[config.mk]
export PLATFORM = sky130hd
export DESIGN_NAME = page_walker
export DESIGN_NICKNAME = d
export VERILOG_FILES = /design/src/rtl/pw_pkg.sv /design/src/rtl/pw_ctrl.sv /design/src/rtl/pw_dpath.sv /design/src/rtl/page_walker.sv
export SDC_FILE = /design/constraint.sdc
export NUM_CORES = 1
export LEC_CHECK = 0
export BUFFER_PORTS_ARGS = -buffer_cell sky130_fd_sc_hd__buf_4
export CORE_MARGIN = 8
export CORE_UTILIZATION = 50
export CTS_CLUSTER_DIAMETER = 200
export DETAILED_ROUTE_END_ITERATION = 12
export MAX_ROUTING_LAYER = met4
export PLACE_DENSITY_LB_ADDON = 0.05
export SLEW_MARGIN = 20
export SYNTH_ARGS = -nofsm -noshare
export SYNTH_HDL_FRONTEND = slang
export SYNTH_SLANG_ARGS = --single-unit
[constraint.sdc]
create_clock -name clk -period 1.95 [get_ports clk]
set_input_delay 0 -clock clk [delete_from_list [all_inputs] [get_ports clk]]
set_output_delay 0 -clock clk [all_outputs]
set_load 0.01 [all_outputs]
[src/rtl/pw_pkg.sv]
package pw_pkg;
  localparam int ENT_P = 0;
  localparam int ENT_W = 1;
  localparam int ENT_U = 2;
  localparam int ENT_A = 5;
  localparam int ENT_D = 6;

  typedef enum logic [1:0] {PA_LIN, PA_HIT, PA_MEM} paSel_e;

  typedef struct packed {
    logic   latchReq;
    logic   loadPa;
    paSel_e paSel;
    logic   capPde;
    logic   capPte;
    logic   markPte;
    logic   tblSel;
    logic   wrEn;
    logic   setFault;
    logic   faultProt;
    logic   fill;
  } strobes_t;

  typedef struct packed {
    logic hit;
    logic pdeP;
    logic pdeDeny;
    logic pdeNeedA;
    logic pteP;
    logic pteDeny;
    logic pteNeedWb;
  } status_t;
endpackage

[src/rtl/pw_ctrl.sv]
module pw_ctrl
  import pw_pkg::*;
(
  input  logic     clk,
  input  logic     rstN,
  input  logic     reqValid,
  input  logic     pagingOn,
  input  logic     memReady,
  input  status_t  stat,
  output strobes_t st,
  output logic     reqReady,
  output logic     memValid,
  output logic     memWe,
  output logic     doneValid,
  output logic     faultValid
);
  typedef enum logic [2:0] {S_IDLE, S_DRD, S_DWB, S_TRD, S_TWB, S_DONE, S_FAULT} state_e;
  state_e state, nxt;
  logic walked, walkedNxt;

  always_comb begin
    st = '0;
    nxt = state;
    walkedNxt = walked;
    case (state)
      S_IDLE: if (reqValid) begin
        st.latchReq = 1'b1;
        walkedNxt = 1'b0;
        if (!pagingOn) begin
          st.loadPa = 1'b1; st.paSel = PA_LIN; nxt = S_DONE;
        end else if (stat.hit) begin
          st.loadPa = 1'b1; st.paSel = PA_HIT; nxt = S_DONE;
        end else begin
          nxt = S_DRD;
        end
      end
      S_DRD: if (memReady) begin
        st.capPde = 1'b1;
        if (!stat.pdeP) begin
          st.setFault = 1'b1; nxt = S_FAULT;
        end else if (stat.pdeDeny) begin
          st.setFault = 1'b1; st.faultProt = 1'b1; nxt = S_FAULT;
        end else if (stat.pdeNeedA) begin
          nxt = S_DWB;
        end else begin
          nxt = S_TRD;
        end
      end
      S_DWB: begin
        st.wrEn = 1'b1;
        if (memReady) nxt = S_TRD;
      end
      S_TRD: begin
        st.tblSel = 1'b1;
        if (memReady) begin
          st.capPte = 1'b1;
          st.loadPa = 1'b1; st.paSel = PA_MEM;
          if (!stat.pteP) begin
            st.setFault = 1'b1; nxt = S_FAULT;
          end else if (stat.pteDeny) begin
            st.setFault = 1'b1; st.faultProt = 1'b1; nxt = S_FAULT;
          end else if (stat.pteNeedWb) begin
            nxt = S_TWB;
          end else begin
            nxt = S_DONE; walkedNxt = 1'b1;
          end
        end
      end
      S_TWB: begin
        st.tblSel = 1'b1;
        st.wrEn = 1'b1;
        if (memReady) begin
          st.markPte = 1'b1; nxt = S_DONE; walkedNxt = 1'b1;
        end
      end
      S_DONE: begin
        st.fill = walked;
        nxt = S_IDLE;
      end
      default: nxt = S_IDLE;
    endcase
  end

  assign reqReady   = (state == S_IDLE);
  assign memValid   = (state == S_DRD) || (state == S_DWB) || (state == S_TRD) || (state == S_TWB);
  assign memWe      = st.wrEn;
  assign doneValid  = (state == S_DONE);
  assign faultValid = (state == S_FAULT);

  always_ff @(posedge clk) begin
    if (!rstN) begin
      state  <= S_IDLE;
      walked <= 1'b0;
    end else begin
      state  <= nxt;
      walked <= walkedNxt;
    end
  end

  // one request in flight
  assert_one_at_a_time_R12: assert property (@(posedge clk) disable iff (!rstN)
    (reqValid && reqReady) |=> !reqReady);
endmodule

[src/rtl/pw_dpath.sv]
module pw_dpath
  import pw_pkg::*;
#(
  parameter int PG_W = 12
) (
  input  logic                   clk,
  input  logic                   rstN,
  input  strobes_t               st,
  output status_t                stat,
  input  logic [PG_W*3-5:0]      reqAddr,
  input  logic                   reqWrite,
  input  logic                   reqUser,
  input  logic                   dirBaseWe,
  input  logic [PG_W*3-5:0]      dirBaseIn,
  input  logic [PG_W*3-5:0]      memRdata,
  output logic [PG_W*3-5:0]      memAddr,
  output logic [PG_W*3-5:0]      memWdata,
  output logic [PG_W*3-5:0]      physAddr,
  output logic [2:0]             faultCode,
  output logic [PG_W*3-5:0]      faultAddr
);
  localparam int IDX_W = PG_W - 2;
  localparam int LA_W  = PG_W + 2 * IDX_W;
  localparam int VPN_W = LA_W - PG_W;
  localparam logic [LA_W-1:0] LOW_MASK = {{VPN_W{1'b0}}, {PG_W{1'b1}}};
  localparam logic [LA_W-1:0] BIT_A = LA_W'(1) << ENT_A;
  localparam logic [LA_W-1:0] BIT_D = LA_W'(1) << ENT_D;

  logic [LA_W-1:0]  laReg, baseReg, walkBase, pdeReg, pteReg, paReg, fAddr;
  logic             wrReg, usrReg, dropFill;
  logic [2:0]       fCode;
  logic             cValid, cUser, cWrite, cDirty;
  logic [VPN_W-1:0] cTag, cFrame;
  logic [LA_W-1:0]  ent, dirOff, tblAddr, wbData;
  logic             uOk, wOk;

  // status towards the controller, decoded from the entry on the read port
  assign ent  = memRdata;
  assign uOk  = pdeReg[ENT_U] & ent[ENT_U];
  assign wOk  = pdeReg[ENT_W] & ent[ENT_W];
  assign stat.pdeP      = ent[ENT_P];
  assign stat.pdeDeny   = usrReg && (!ent[ENT_U] || (wrReg && !ent[ENT_W]));
  assign stat.pdeNeedA  = !ent[ENT_A];
  assign stat.pteP      = ent[ENT_P];
  assign stat.pteDeny   = usrReg && (!uOk || (wrReg && !wOk));
  assign stat.pteNeedWb = !ent[ENT_A] || (wrReg && !ent[ENT_D]);
  assign stat.hit = cValid && !dirBaseWe && (cTag == reqAddr[LA_W-1:PG_W])
                 && (!reqUser || (cUser && (!reqWrite || cWrite)))
                 && (!reqWrite || cDirty);

  // entry addresses and write-back values
  assign dirOff   = LA_W'({laReg[LA_W-1 -: IDX_W], 2'b00});
  assign tblAddr  = {pdeReg[LA_W-1:PG_W], laReg[PG_W +: IDX_W], 2'b00};
  assign memAddr  = st.tblSel ? tblAddr : (walkBase + dirOff);
  assign wbData   = st.tblSel ? (pteReg | BIT_A | (wrReg ? BIT_D : '0)) : (pdeReg | BIT_A);
  assign memWdata = st.wrEn ? wbData : '0;

  always_ff @(posedge clk) begin
    if (!rstN) begin
      laReg <= '0; wrReg <= 1'b0; usrReg <= 1'b0;
      baseReg <= '0; walkBase <= '0; dropFill <= 1'b0;
      pdeReg <= '0; pteReg <= '0; paReg <= '0;
      fCode <= '0; fAddr <= '0;
      cValid <= 1'b0; cUser <= 1'b0; cWrite <= 1'b0; cDirty <= 1'b0;
      cTag <= '0; cFrame <= '0;
    end else begin
      if (st.latchReq) begin
        laReg    <= reqAddr;
        wrReg    <= reqWrite;
        usrReg   <= reqUser;
        walkBase <= dirBaseWe ? (dirBaseIn & ~LOW_MASK) : baseReg;
      end
      if (dirBaseWe) begin
        baseReg  <= dirBaseIn & ~LOW_MASK;
        dropFill <= 1'b1;
      end else if (st.latchReq) begin
        dropFill <= 1'b0;
      end
      if (st.loadPa) begin
        case (st.paSel)
          PA_LIN:  paReg <= reqAddr;
          PA_HIT:  paReg <= {cFrame, reqAddr[PG_W-1:0]};
          default: paReg <= {memRdata[LA_W-1:PG_W], laReg[PG_W-1:0]};
        endcase
      end
      if (st.capPde)  pdeReg <= memRdata;
      if (st.capPte)  pteReg <= memRdata;
      if (st.markPte) pteReg <= wbData;
      if (st.setFault) begin
        fCode <= {usrReg, wrReg, st.faultProt};
        fAddr <= laReg;
      end
      if (dirBaseWe) begin
        cValid <= 1'b0;
      end else if (st.fill && !dropFill) begin
        cValid <= 1'b1;
        cTag   <= laReg[LA_W-1:PG_W];
        cFrame <= pteReg[LA_W-1:PG_W];
        cUser  <= pdeReg[ENT_U] & pteReg[ENT_U];
        cWrite <= pdeReg[ENT_W] & pteReg[ENT_W];
        cDirty <= pteReg[ENT_D];
      end
    end
  end

  assign physAddr  = paReg;
  assign faultCode = fCode;
  assign faultAddr = fAddr;

  // table write-back carries accessed, and dirty on a write
  assert_wb_bits_R7: assert property (@(posedge clk) disable iff (!rstN)
    (st.wrEn && st.tblSel) |-> (memWdata[ENT_A] && memWdata[ENT_P] && (!wrReg || memWdata[ENT_D])));
  // a base write leaves the cache empty
  assert_flush_R10: assert property (@(posedge clk) disable iff (!rstN)
    dirBaseWe |=> !cValid);
endmodule

[src/rtl/page_walker.sv]
module page_walker
  import pw_pkg::*;
#(
  parameter int PG_W = 12
) (
  input  logic               clk,
  input  logic               rstN,
  input  logic               reqValid,
  output logic               reqReady,
  input  logic [PG_W*3-5:0]  reqAddr,
  input  logic               reqWrite,
  input  logic               reqUser,
  input  logic               pagingOn,
  input  logic               dirBaseWe,
  input  logic [PG_W*3-5:0]  dirBaseIn,
  output logic               memValid,
  input  logic               memReady,
  output logic               memWe,
  output logic [PG_W*3-5:0]  memAddr,
  output logic [PG_W*3-5:0]  memWdata,
  input  logic [PG_W*3-5:0]  memRdata,
  output logic               doneValid,
  output logic [PG_W*3-5:0]  physAddr,
  output logic               faultValid,
  output logic [2:0]         faultCode,
  output logic [PG_W*3-5:0]  faultAddr
);
  strobes_t st;
  status_t  stat;

  pw_ctrl i_ctrl (
    .clk(clk), .rstN(rstN), .reqValid(reqValid), .pagingOn(pagingOn),
    .memReady(memReady), .stat(stat), .st(st), .reqReady(reqReady),
    .memValid(memValid), .memWe(memWe), .doneValid(doneValid), .faultValid(faultValid)
  );

  pw_dpath #(.PG_W(PG_W)) i_dpath (
    .clk(clk), .rstN(rstN), .st(st), .stat(stat), .reqAddr(reqAddr),
    .reqWrite(reqWrite), .reqUser(reqUser), .dirBaseWe(dirBaseWe),
    .dirBaseIn(dirBaseIn), .memRdata(memRdata), .memAddr(memAddr),
    .memWdata(memWdata), .physAddr(physAddr), .faultCode(faultCode),
    .faultAddr(faultAddr)
  );

  // bypass when paging is off
  assert_bypass_R1: assert property (@(posedge clk) disable iff (!rstN)
    (reqValid && reqReady && !pagingOn) |=> (doneValid && physAddr == $past(reqAddr)));
  // memory request held until ready
  assert_mem_hold_R11: assert property (@(posedge clk) disable iff (!rstN)
    (memValid && !memReady) |=> (memValid && $stable(memWe) && $stable(memAddr) && $stable(memWdata)));
endmodule

After elaboration in Yosys (flattened, before gate mapping):

Cells that the tools add are included.

* flip-flop bits (word level): 278
* memories kept: 0
* bits in read-only memories: 0
* bits in writable memories: 0
* bits in latches: 0

* eq/ne operators: 16
* shift-type cells: 0
* reductions and logical operators: 41
* multipliers: 0
* divide/modulo/power cells: 0
* bitwise gates (word level): 7
* muxes and demuxes: 53
* magnitude comparators: 0
* add/sub/neg operators: 1

Operators by type and width (number)
* $mux 32: 6
* $pmux 32 s2: 1
* $mux 3: 13
* $add 32x12->32: 1
* $or 32x32->32: 1
* $mux 1: 22
* $eq 20x20->1: 1
* $ne 2x2->1 const B: 8
* $pmux 3 s5: 1
* $logic_and 1x1->1: 11
* $logic_not 1->1: 10
* $mux 2: 5
* $eq 3x3->1 const B: 3
* $logic_or 1x1->1: 9
* $mux 7: 1
* $reduce_and 7->1: 1
* $eq 3x2->1 const B: 2
* $pmux 3 s2: 1
* $reduce_or 2->1: 3
* $reduce_and 5->1: 1
* $and 1x1->1: 4
* $mux 4: 1
* $pmux 2 s2: 1
* $reduce_bool 2->1: 2
* other kinds (8): 9

Depth between registers and ports, before layout:

Gate-level depths: netlist of the first run.

* depth after elaboration: 12
* mapped depth: 10
* depth with buffers taken out: 9

Cells and area by module:

Synthesis of the first run repeated with hierarchy kept, for this count alone.

* cell total of the unflattened synthesis: 1474
* area, all modules: 13344.0 um^2

Modules (own cells, without submodules)
* pw_dpath: area each 12844.8 um^2, instances 1, seq. area each 5445.2 um^2, cells an instance 1404
* pw_ctrl: area each 499.2 um^2, instances 1, seq. area each 80.1 um^2, cells an instance 70

Worst setup path after synthesis of the first run:

OpenSTA, ideal clock, no wires.

* kind: register to output
* from: register i_dpath.laReg[22]
* to: output port memAddr[12]
* data arrival time: 2215 ps
* setup slack: -265 ps
* stages on the path, launching flop included: 10
* path through: dfxtp_1 -> ha_1 -> inv_1 -> fa_1 -> nor2b_1 -> o21a_1 -> o21ai_0 -> a211oi_1 -> o21ai_0 -> nand3_1

* word-level cells in the longest chain between the ends: 2

RTL lines
* from (decl): RTL line pw_dpath.sv:29 `logic [LA_W-1:0] laReg, baseReg, walkBase, pdeReg, pteReg, paReg, fAddr;`
* from (signal assigned): RTL line pw_dpath.sv:68 `laReg <= reqAddr;`
* $add 32x12->32: RTL line pw_dpath.sv:54 `assign memAddr = st.tblSel ? tblAddr : (walkBase + dirOff);`
* $mux 32: RTL line pw_dpath.sv:54
* to (decl): RTL line page_walker.sv:19 `output logic [PG_W*3-5:0] memAddr,`

Every way passes these cells.

Worst setup path after layout of the first run:

* from: register i_dpath.walkBase[2]
* to: output port memAddr[12]

* word-level cells in the longest chain between the ends: 2

RTL lines
* from (decl): RTL line pw_dpath.sv:29
* from (signal assigned): RTL line pw_dpath.sv:71 `walkBase <= dirBaseWe ? (dirBaseIn & ~LOW_MASK) : baseReg;`
* $add 32x12->32: RTL line pw_dpath.sv:54
* $mux 32: RTL line pw_dpath.sv:54

Every way passes these cells.

==> results of run 1 <==
worst max path at each step:
stage | slack, ps | from | cells after the start | endpoint
2_1_floorplan | 2 | i_dpath.laReg[22]$_SDFFE_PN0P_ | 10 | memAddr[12]
3_3_place_gp | -250 | i_dpath.walkBase[2]$_SDFFE_PN0P_ | 11 | memAddr[26]
3_5_place_dp | -270 | i_dpath.walkBase[2]$_SDFFE_PN0P_ | 11 | memAddr[18]
4_1_cts | -700 | i_dpath.walkBase[2]$_SDFFE_PN0P_ | 11 | memAddr[16]
5_1_grt | -820 | i_dpath.laReg[22]$_SDFFE_PN0P_ | 12 | memAddr[26]
6_report | -750 | i_dpath.walkBase[2]$_SDFFE_PN0P_ | 12 | memAddr[12]
what timing repair did:
item	CTS	global route
setup endpoints to repair	97	156
cloned	16	12
buffers inserted	46	37
hold buffers	90	0
gates resized for setup	198	214
hold endpoints to repair	187	0
pin swaps	82	103
cell families (layout without fill, tap and decap cells):
| logic type | count (synthesis) | in the layout | synth area share (%) |
|---|---|---|---|
| buf+inv | 129 | 578 | 4.93 |
| compound gates | 369 | 369 | 17.7 |
| simple gates | 615 | 616 | 21.6 |
| mux | 97 | 97 | 7.81 |
| other cells | 0 | 1 | 0 |
| xor+xnor | 35 | 35 | 2.46 |
| flops | 276 | 276 | 44.4 |
| fa+ha+maj | 11 | 11 | 1.17 |
registers in the layout, summed over array words and instances, names as in the netlist, 3 cells and up:
name / flops
i_ctrl.state: 3
i_dpath.physAddr: 32
i_dpath.cFrame: 20
i_dpath.faultAddr: 32
i_dpath.baseReg: 32
i_dpath.pteReg: 31
i_dpath.laReg: 32
i_dpath.cTag: 20
i_dpath.pdeReg: 31
i_dpath.faultCode: 3
i_dpath.walkBase: 32
metal layers:
layer	share of wire (%)	vias up	GRT usage (%)
met4	3.6	0	10.2
met2	48	657	48.2
met1	40	6359	37.2
met5	0	-	-
met3	8.3	140	5.69
li1	-	6130	-
cells in the mapped netlist (10+ instances only):
library cell / count
a211oi_1: 24
nor2_1: 128
and2_1: 24
nor3_1: 10
nand2_1: 348
dfxtp_1: 276
xor2_1: 23
o21ai_0: 25
ha_1: 10
nand3_1: 25
and2_2: 16
o31ai_1: 22
a21oi_1: 198
nand4_1: 15
o21ai_1: 26
nor4_1: 10
o221ai_1: 10
o211a_1: 15
xnor2_1: 12
clkbuf_1: 83
mux2i_1: 96
a31oi_1: 20
worst max-delay path, stage by stage (launching register included):
cell and delay [ps]:
dfxtp_2 350, ha_4 140, inv_2 40, fa_2 330, nor2b_1 120, o21a_1 210, o21ai_4 110, buf_4 140
a211oi_2 180, buf_4 190, o21ai_0 120, nand3_2 110, buf_6 110
through the flow:
step           hold WS (ps)  util [%]  setup TNS [ps]
2_1_floorplan           128         -               0
3_3_place_gp            257      61.8           -6530
3_5_place_dp            268      61.8           -8090
4_1_cts                48.7      75.8          -26350
5_1_grt                 128      81.0          -36080
6_report               73.0      81.0          -30650
where the power goes:
part	internal (mW)	switching, mW	total (mW)	leakage, nW
clock	3.22	2.31	5.53	0.478
sequential	6.35	0.717	7.06	2.26
combinational	4.67	4.73	9.40	5.42
total	14.2	7.75	22.0	8.15
final cells by class:
type | instances | area [um^2] | share of cell area, %
inverter | 10 | 55.1 | 0.279
sequential | 276 | 5560 | 28.2
timing repair buffer | 516 | 5060 | 25.6
clock buffer | 46 | 922 | 4.67
antenna | 1 | 2.50 | 0.0127
clock inverter | 6 | 37.5 | 0.190
tap | 324 | 405 | 2.05
multi-input combinational | 1128 | 7700 | 39.0
==> summary.md, run 1 <==
| Metric | Value |
|---|---|
| Status | finished, violations left |
| Failing checks | negative setup slack |
| Post-route cell area | a little under 20000 um^2 |
| WL/cell | approximately 22 um |
| Ys Warns | 0 |
| Clock Tree Root | clkbuf_16 |
| Largest net degree at the start of global routing | between 100 and 150 |
| RSZ-0062 raised after global routing | true |
| Die Area | roughly 30000 um^2 |
| Leading post-synthesis cells by cell area | dfxtp_1, nand2_1, a21oi_1, mux2i_1, nor2_1 |
| DRC violations left | 0 |
| HPWL Detailed | between 20000 and 30000 um |
| Commonest cells after routing, fill and taps aside | nand2_1, buf_4, dfxtp_1 |
| Initial antenna violation count | 1 |
| H-Tree Depth | 1 |
| First-pass GRT wire length | just over 70000 um |
| Final Power | around 22 mW |
| Layout cells sized above 1 | a little over a third |
| Cell Area, Synth | between 10000 and 15000 um^2 |
| Row Count | 57 |
| DIE WIDTH | 174 um |
| All-layer global routing usage | 29.9% |
| Post-Route Skew | ~9.3 ps |
| Clk sinks | about 280 |
| FMAX | 370 MHz |
| Post-Place Worst Slack | -267 ps |
| Antenna Violating Nets Remaining | 0 |
| Final cell count without fillers | about 2300 |
| Number of fill cells | about 1600 |
| Ys flop type | dfxtp_1 |
| Clock buffer depth | 3 |
| Hold Path Depth | 4 |
| P_leak | 8.15 nW |
| R2R cell count | 10 |
| VDD IR-drop max | between 0.8 and 0.9 mV |
| Clock transition at path regs | 70 ps |
| Seq cells post-synth | approximately 280 |
| GRT overflow | 0 |
| Slew at the pin closest to its max-slew limit | 861 ps |
| Crit end category | output pin |
| IO buf count | between 200 and 250 |
| Hold Startpoint | dirBaseWe |
| EDFF count, synth | 0 |
| CP Data Arrival Time | ~2700 ps |
| Final count of pins violating max slew | 0 |
| Count of different cell masters after synthesis | 65 |
| R2r endpoint | i_dpath.physAddr[29]$_SDFFE_PN0P_ |
| Placed Area | 15100 um^2 |
| Minimum clock period after layout | around 2700 ps |
| Routed wire length | about 50000 um |
| Syn Area/Cell | about 8.1 um^2 |
| Pwr/cell area | about 1100 nW/um^2 |
| Via count | between 10000 and 15000 |
| Drt via density | 5.76 |
| Setup violators final | 95 |
| Final worst path period share | 138% |
| Synth Instances | ~1500 |
| P&R area growth vs syn | 58.6% |
| Max-cap violation count | 0 |
| Final net count | between 2000 and 2500 |
| Post-synth ARST share | 0% |
| Worst R2R Start | i_ctrl.state[2]$_SDFFE_PN0P_ |
| Worst hold path type | in -> reg |
| TritonCTS clock tree | yes |
| Core area | roughly 24000 um^2 |
| # IOs | 240 |
| Sequential share of the synthesized area | ~44% |
| TritonCTS Buffers | 30 |
| Area fraction of the dominant cell type after synthesis | 44.4% |
| Syn_nets | approximately 1600 |
| Critical path type | reg -> out |
| Startpoint Class | flip-flop |
| Final Hold Viols | 0 |
| Die Y | around 170 um |
| Routability cong. | 0.928 |
| Hold EP | i_dpath.dropFill$_SDFFE_PN0P_ |
| Drt pass-1 iters | 6 |
| Dpl cells | ~2100 |
| Number of global-route vias before repair | 12744 |
| Initial DRC Count | roughly 1400 |
| CP required | just under 2000 ps |
| Yosys top cell by area | dfxtp_1 |
| R2R Setup Slk | -260 ps |
| Initial Util | between 50% and 60% |
| Clock Latency Late Sink | ~550 ps |
| Max_slew headroom | between 40% and 50% |
| CP max FO | 9 |
| Fin worst setup slack | -750 ps |
No activity file was read; power rests on OpenSTA's default activity.
==> run 2: changes to the inputs <==
--- a/config.mk
+++ b/config.mk
@@ -5,6 +5,7 @@
 export SDC_FILE = /design/constraint.sdc
 export NUM_CORES = 1
 export LEC_CHECK = 0
+export ABC_AREA = 0
 export BUFFER_PORTS_ARGS = -buffer_cell sky130_fd_sc_hd__buf_4
 export CORE_MARGIN = 8
 export CORE_UTILIZATION = 50
@@ -12,6 +13,7 @@
 export DETAILED_ROUTE_END_ITERATION = 12
 export MAX_ROUTING_LAYER = met4
 export PLACE_DENSITY_LB_ADDON = 0.05
+export RECOVER_POWER = 25
 export SLEW_MARGIN = 20
 export SYNTH_ARGS = -nofsm -noshare
 export SYNTH_HDL_FRONTEND = slang
==> summary.md, run 2 (synthesis gave the netlist of run 1 again) <==
| Metric | Value |
|---|---|
| R2r endpoint | i_dpath.physAddr[29]$_SDFFE_PN0P_ |
| Cell-by-cell trace of the critical path | ha_4 -> inv_2 -> fa_2 -> nor2b_1 -> o21a_1 -> o21ai_4 -> buf_4 -> a211oi_2 -> buf_4 -> o21ai_0 -> nand3_2 -> buf_6 |
| P&R area growth vs syn | 56.6% |
| Max-cap violation count | 0 (unchanged) |
| Largest net degree at the start of global routing | 138 (unchanged) |
| Slew at the pin closest to its max-slew limit | 875 ps (+13.9 ps) |
| WL/cell | 21.7 um (-0.26%) |
| Final Hold Viols | 0 (unchanged) |
| Setup violators final | 99 (+4.2%) |
| Number of global-route vias before repair | 12744 (unchanged) |
| CP most frequent cell | buf_4 |
| Fin worst setup slack | -742 ps (+7.34 ps) |
| Post-route cell area | 19500 um^2 (-1.2%) |
| First-pass GRT wire length | 71500 um (unchanged) |
| Status | finished, violations left |
| Row Count | 57 (unchanged) |
| Clock Latency Late Sink | 550 ps (about the same) |
| Flop pwr share | 32.3% (+0.2 points) |
| CP max stage cell | dfxtp_2 |
| Max_slew headroom | 41.6% (-0.93 points) |
| CP required | 1950 ps (about the same) |
| Post-Place Worst Slack | -267 ps (unchanged) |
| Final net count | 2077 (unchanged) |
| Final hold slack | 75.5 ps (+2.57 ps) |
| Hold EP | i_dpath.dropFill$_SDFFE_PN0P_ |
| Clock buffer depth | 3 (unchanged) |
| RSZ-0062 raised after global routing | true |
| Final worst path period share | 138% (-0.38 points) |
| CP max FO | 9 (unchanged) |
| Dpl cells | 2071 (unchanged) |
| GRT overflow | 0 (unchanged) |
| HPWL Detailed | 29400 um (unchanged) |
| Minimum clock period after layout | 2690 ps (-7.34 ps) |
| Commonest cells after routing, fill and taps aside | nand2_1, dfxtp_1, buf_4 |
| CP Data Arrival Time | 2690 ps (about the same) |
| Failing checks | negative setup slack |
| Worst hold path type | in -> reg |
| Critical path type | reg -> out |
| Clk sinks | 276 (unchanged) |
| Combinational Power Share | 42.5% (-0.2 points) |
| R2R Setup Slk | -260 ps (about the same) |
| Placed Area | 15100 um^2 (unchanged) |
| Switching Share | 35.4% (+0.18 points) |
| TritonCTS Buffers | 30 (unchanged) |
| Post-Route Skew | 10.4 ps (+1.05 ps) |
| Internal | 14.1 mW (-0.78%) |
| IO buf count | 227 (unchanged) |
| Worst R2R Start | i_ctrl.state[2]$_SDFFE_PN0P_ |
| Largest stage delay, worst path | 350 ps (about the same) |
| Commonest non-fill, non-tap cell in the layout | nand2_1 |
| Net switching power | 7.75 mW (about the same) |
| VDD IR-drop max | 0.841 mV (about the same) |
| DRC violations left | 0 (unchanged) |
| Die Area | 30200 um^2 (unchanged) |
| Core area | 24400 um^2 (unchanged) |
| Initial Util | 51.1% (unchanged) |
| P_leak | 7.88 nW (-3.4%) |
| Antenna Violating Nets Remaining | 0 (unchanged) |
| TritonCTS clock tree | yes |
| Total negative slack | -30510 ps (+139 ps) |
| Initial antenna violation count | 1 (unchanged) |
| Crit end category | output pin |
| Hold Startpoint | dirBaseWe |
| Die Y | 174 um (unchanged) |
| Hold Path Depth | 4 (unchanged) |
| Final count of pins violating max slew | 0 (unchanged) |
| DIE WIDTH | 174 um (unchanged) |
| Startpoint Class | flip-flop |
| R2R cell count | 10 (unchanged) |
| Routability cong. | 0.928 (unchanged) |
| H-Tree Depth | 1 (unchanged) |
| Clock Tree Root | clkbuf_16 |
| Initial DRC Count | 1351 (-4.0%) |
| Pwr/cell area | 1120 nW/um^2 (+0.73%) |
| Clock power frac | 25.3% (about the same) |
| Drt via density | 5.76 (about the same) |
| Clock transition at path regs | 70 ps (about the same) |
| Layout cells sized above 1 | 32.8% (-3.2 points) |
| Routed wire length | 50200 um (-0.26%) |
| Via count | 13289 (+0.023%) |
| Final cell count without fillers | 2307 (unchanged) |
| # IOs | 240 (unchanged) |
| All-layer global routing usage | 29.9% (unchanged) |
| FMAX | 371 MHz (+0.27%) |
| Drt pass-1 iters | 8 (+2) |
-- run 2: what timing repair did --
item,in CTS,in global routing
pin swaps,82,103
hold endpoints to repair,187,0
resized for setup,198,214
hold buffers,90,0
gates cloned,16,12
setup buffers,46,37
endpoints found under the setup margin,97,156
-- run 2: cell type report --
| cell class | count | area [um^2] |
|---|---|---|
| multi-input combinational | 1128 | 7700 |
| sequential | 276 | 5560 |
| fill | 1667 | 4890 |
| timing repair buffer | 516 | 4820 |
| clock buffer | 46 | 922 |
| tap | 324 | 405 |
| inverter | 10 | 53.8 |
| clock inverter | 6 | 37.5 |
| antenna | 1 | 2.50 |
-- run 2: how the worst max path moves through the flow --
stage	startpoint	to	slack [ps]	depth (start not counted)
floorplan	i_dpath.laReg[22]$_SDFFE_PN0P_	memAddr[12]	2	10
finish	i_dpath.walkBase[2]$_SDFFE_PN0P_	memAddr[26]	-740	12
global placement	i_dpath.walkBase[2]$_SDFFE_PN0P_	memAddr[26]	-250	11
CTS	i_dpath.walkBase[2]$_SDFFE_PN0P_	memAddr[16]	-700	11
global route	i_dpath.laReg[22]$_SDFFE_PN0P_	memAddr[26]	-820	12
detailed placement	i_dpath.walkBase[2]$_SDFFE_PN0P_	memAddr[18]	-270	11
-- run 2: through the flow --
stage	power [mW]	util (%)
final	21.9	80.0
after global routing	22.6	80.0
after CTS	20.5	75.8
after detailed placement	13.0	61.8
after global placement	13.0	61.8
after floorplan	10.2	-
-- run 2: critical path, delay by kind of cell (launching register included) --
family / cells / cell delay [ps]
compound gates: 4 / 620
buf+inv: 4 / 480
simple gates: 2 / 220
fa+ha+maj: 2 / 470
flops: 1 / 350
-- run 2: metal layers --
metal	track usage, %	wire [um]
met1	37.2	20300
met2	48.2	23800
met5	-	0
met4	10.2	1880
met3	5.69	4210
-- run 2: power groups by stage --
| stage | clock (mW) | sequential [mW] | combinational [mW] |
|---|---|---|---|
| finish | 5.53 | 7.06 | 9.29 |
| global route | 5.79 | 7.12 | 9.74 |
| CTS | 5.56 | 6.94 | 8.02 |
| detailed placement | 0 | 6.98 | 6.03 |
| global placement | 0 | 6.97 | 5.99 |
| floorplan | 0 | 6.90 | 3.27 |
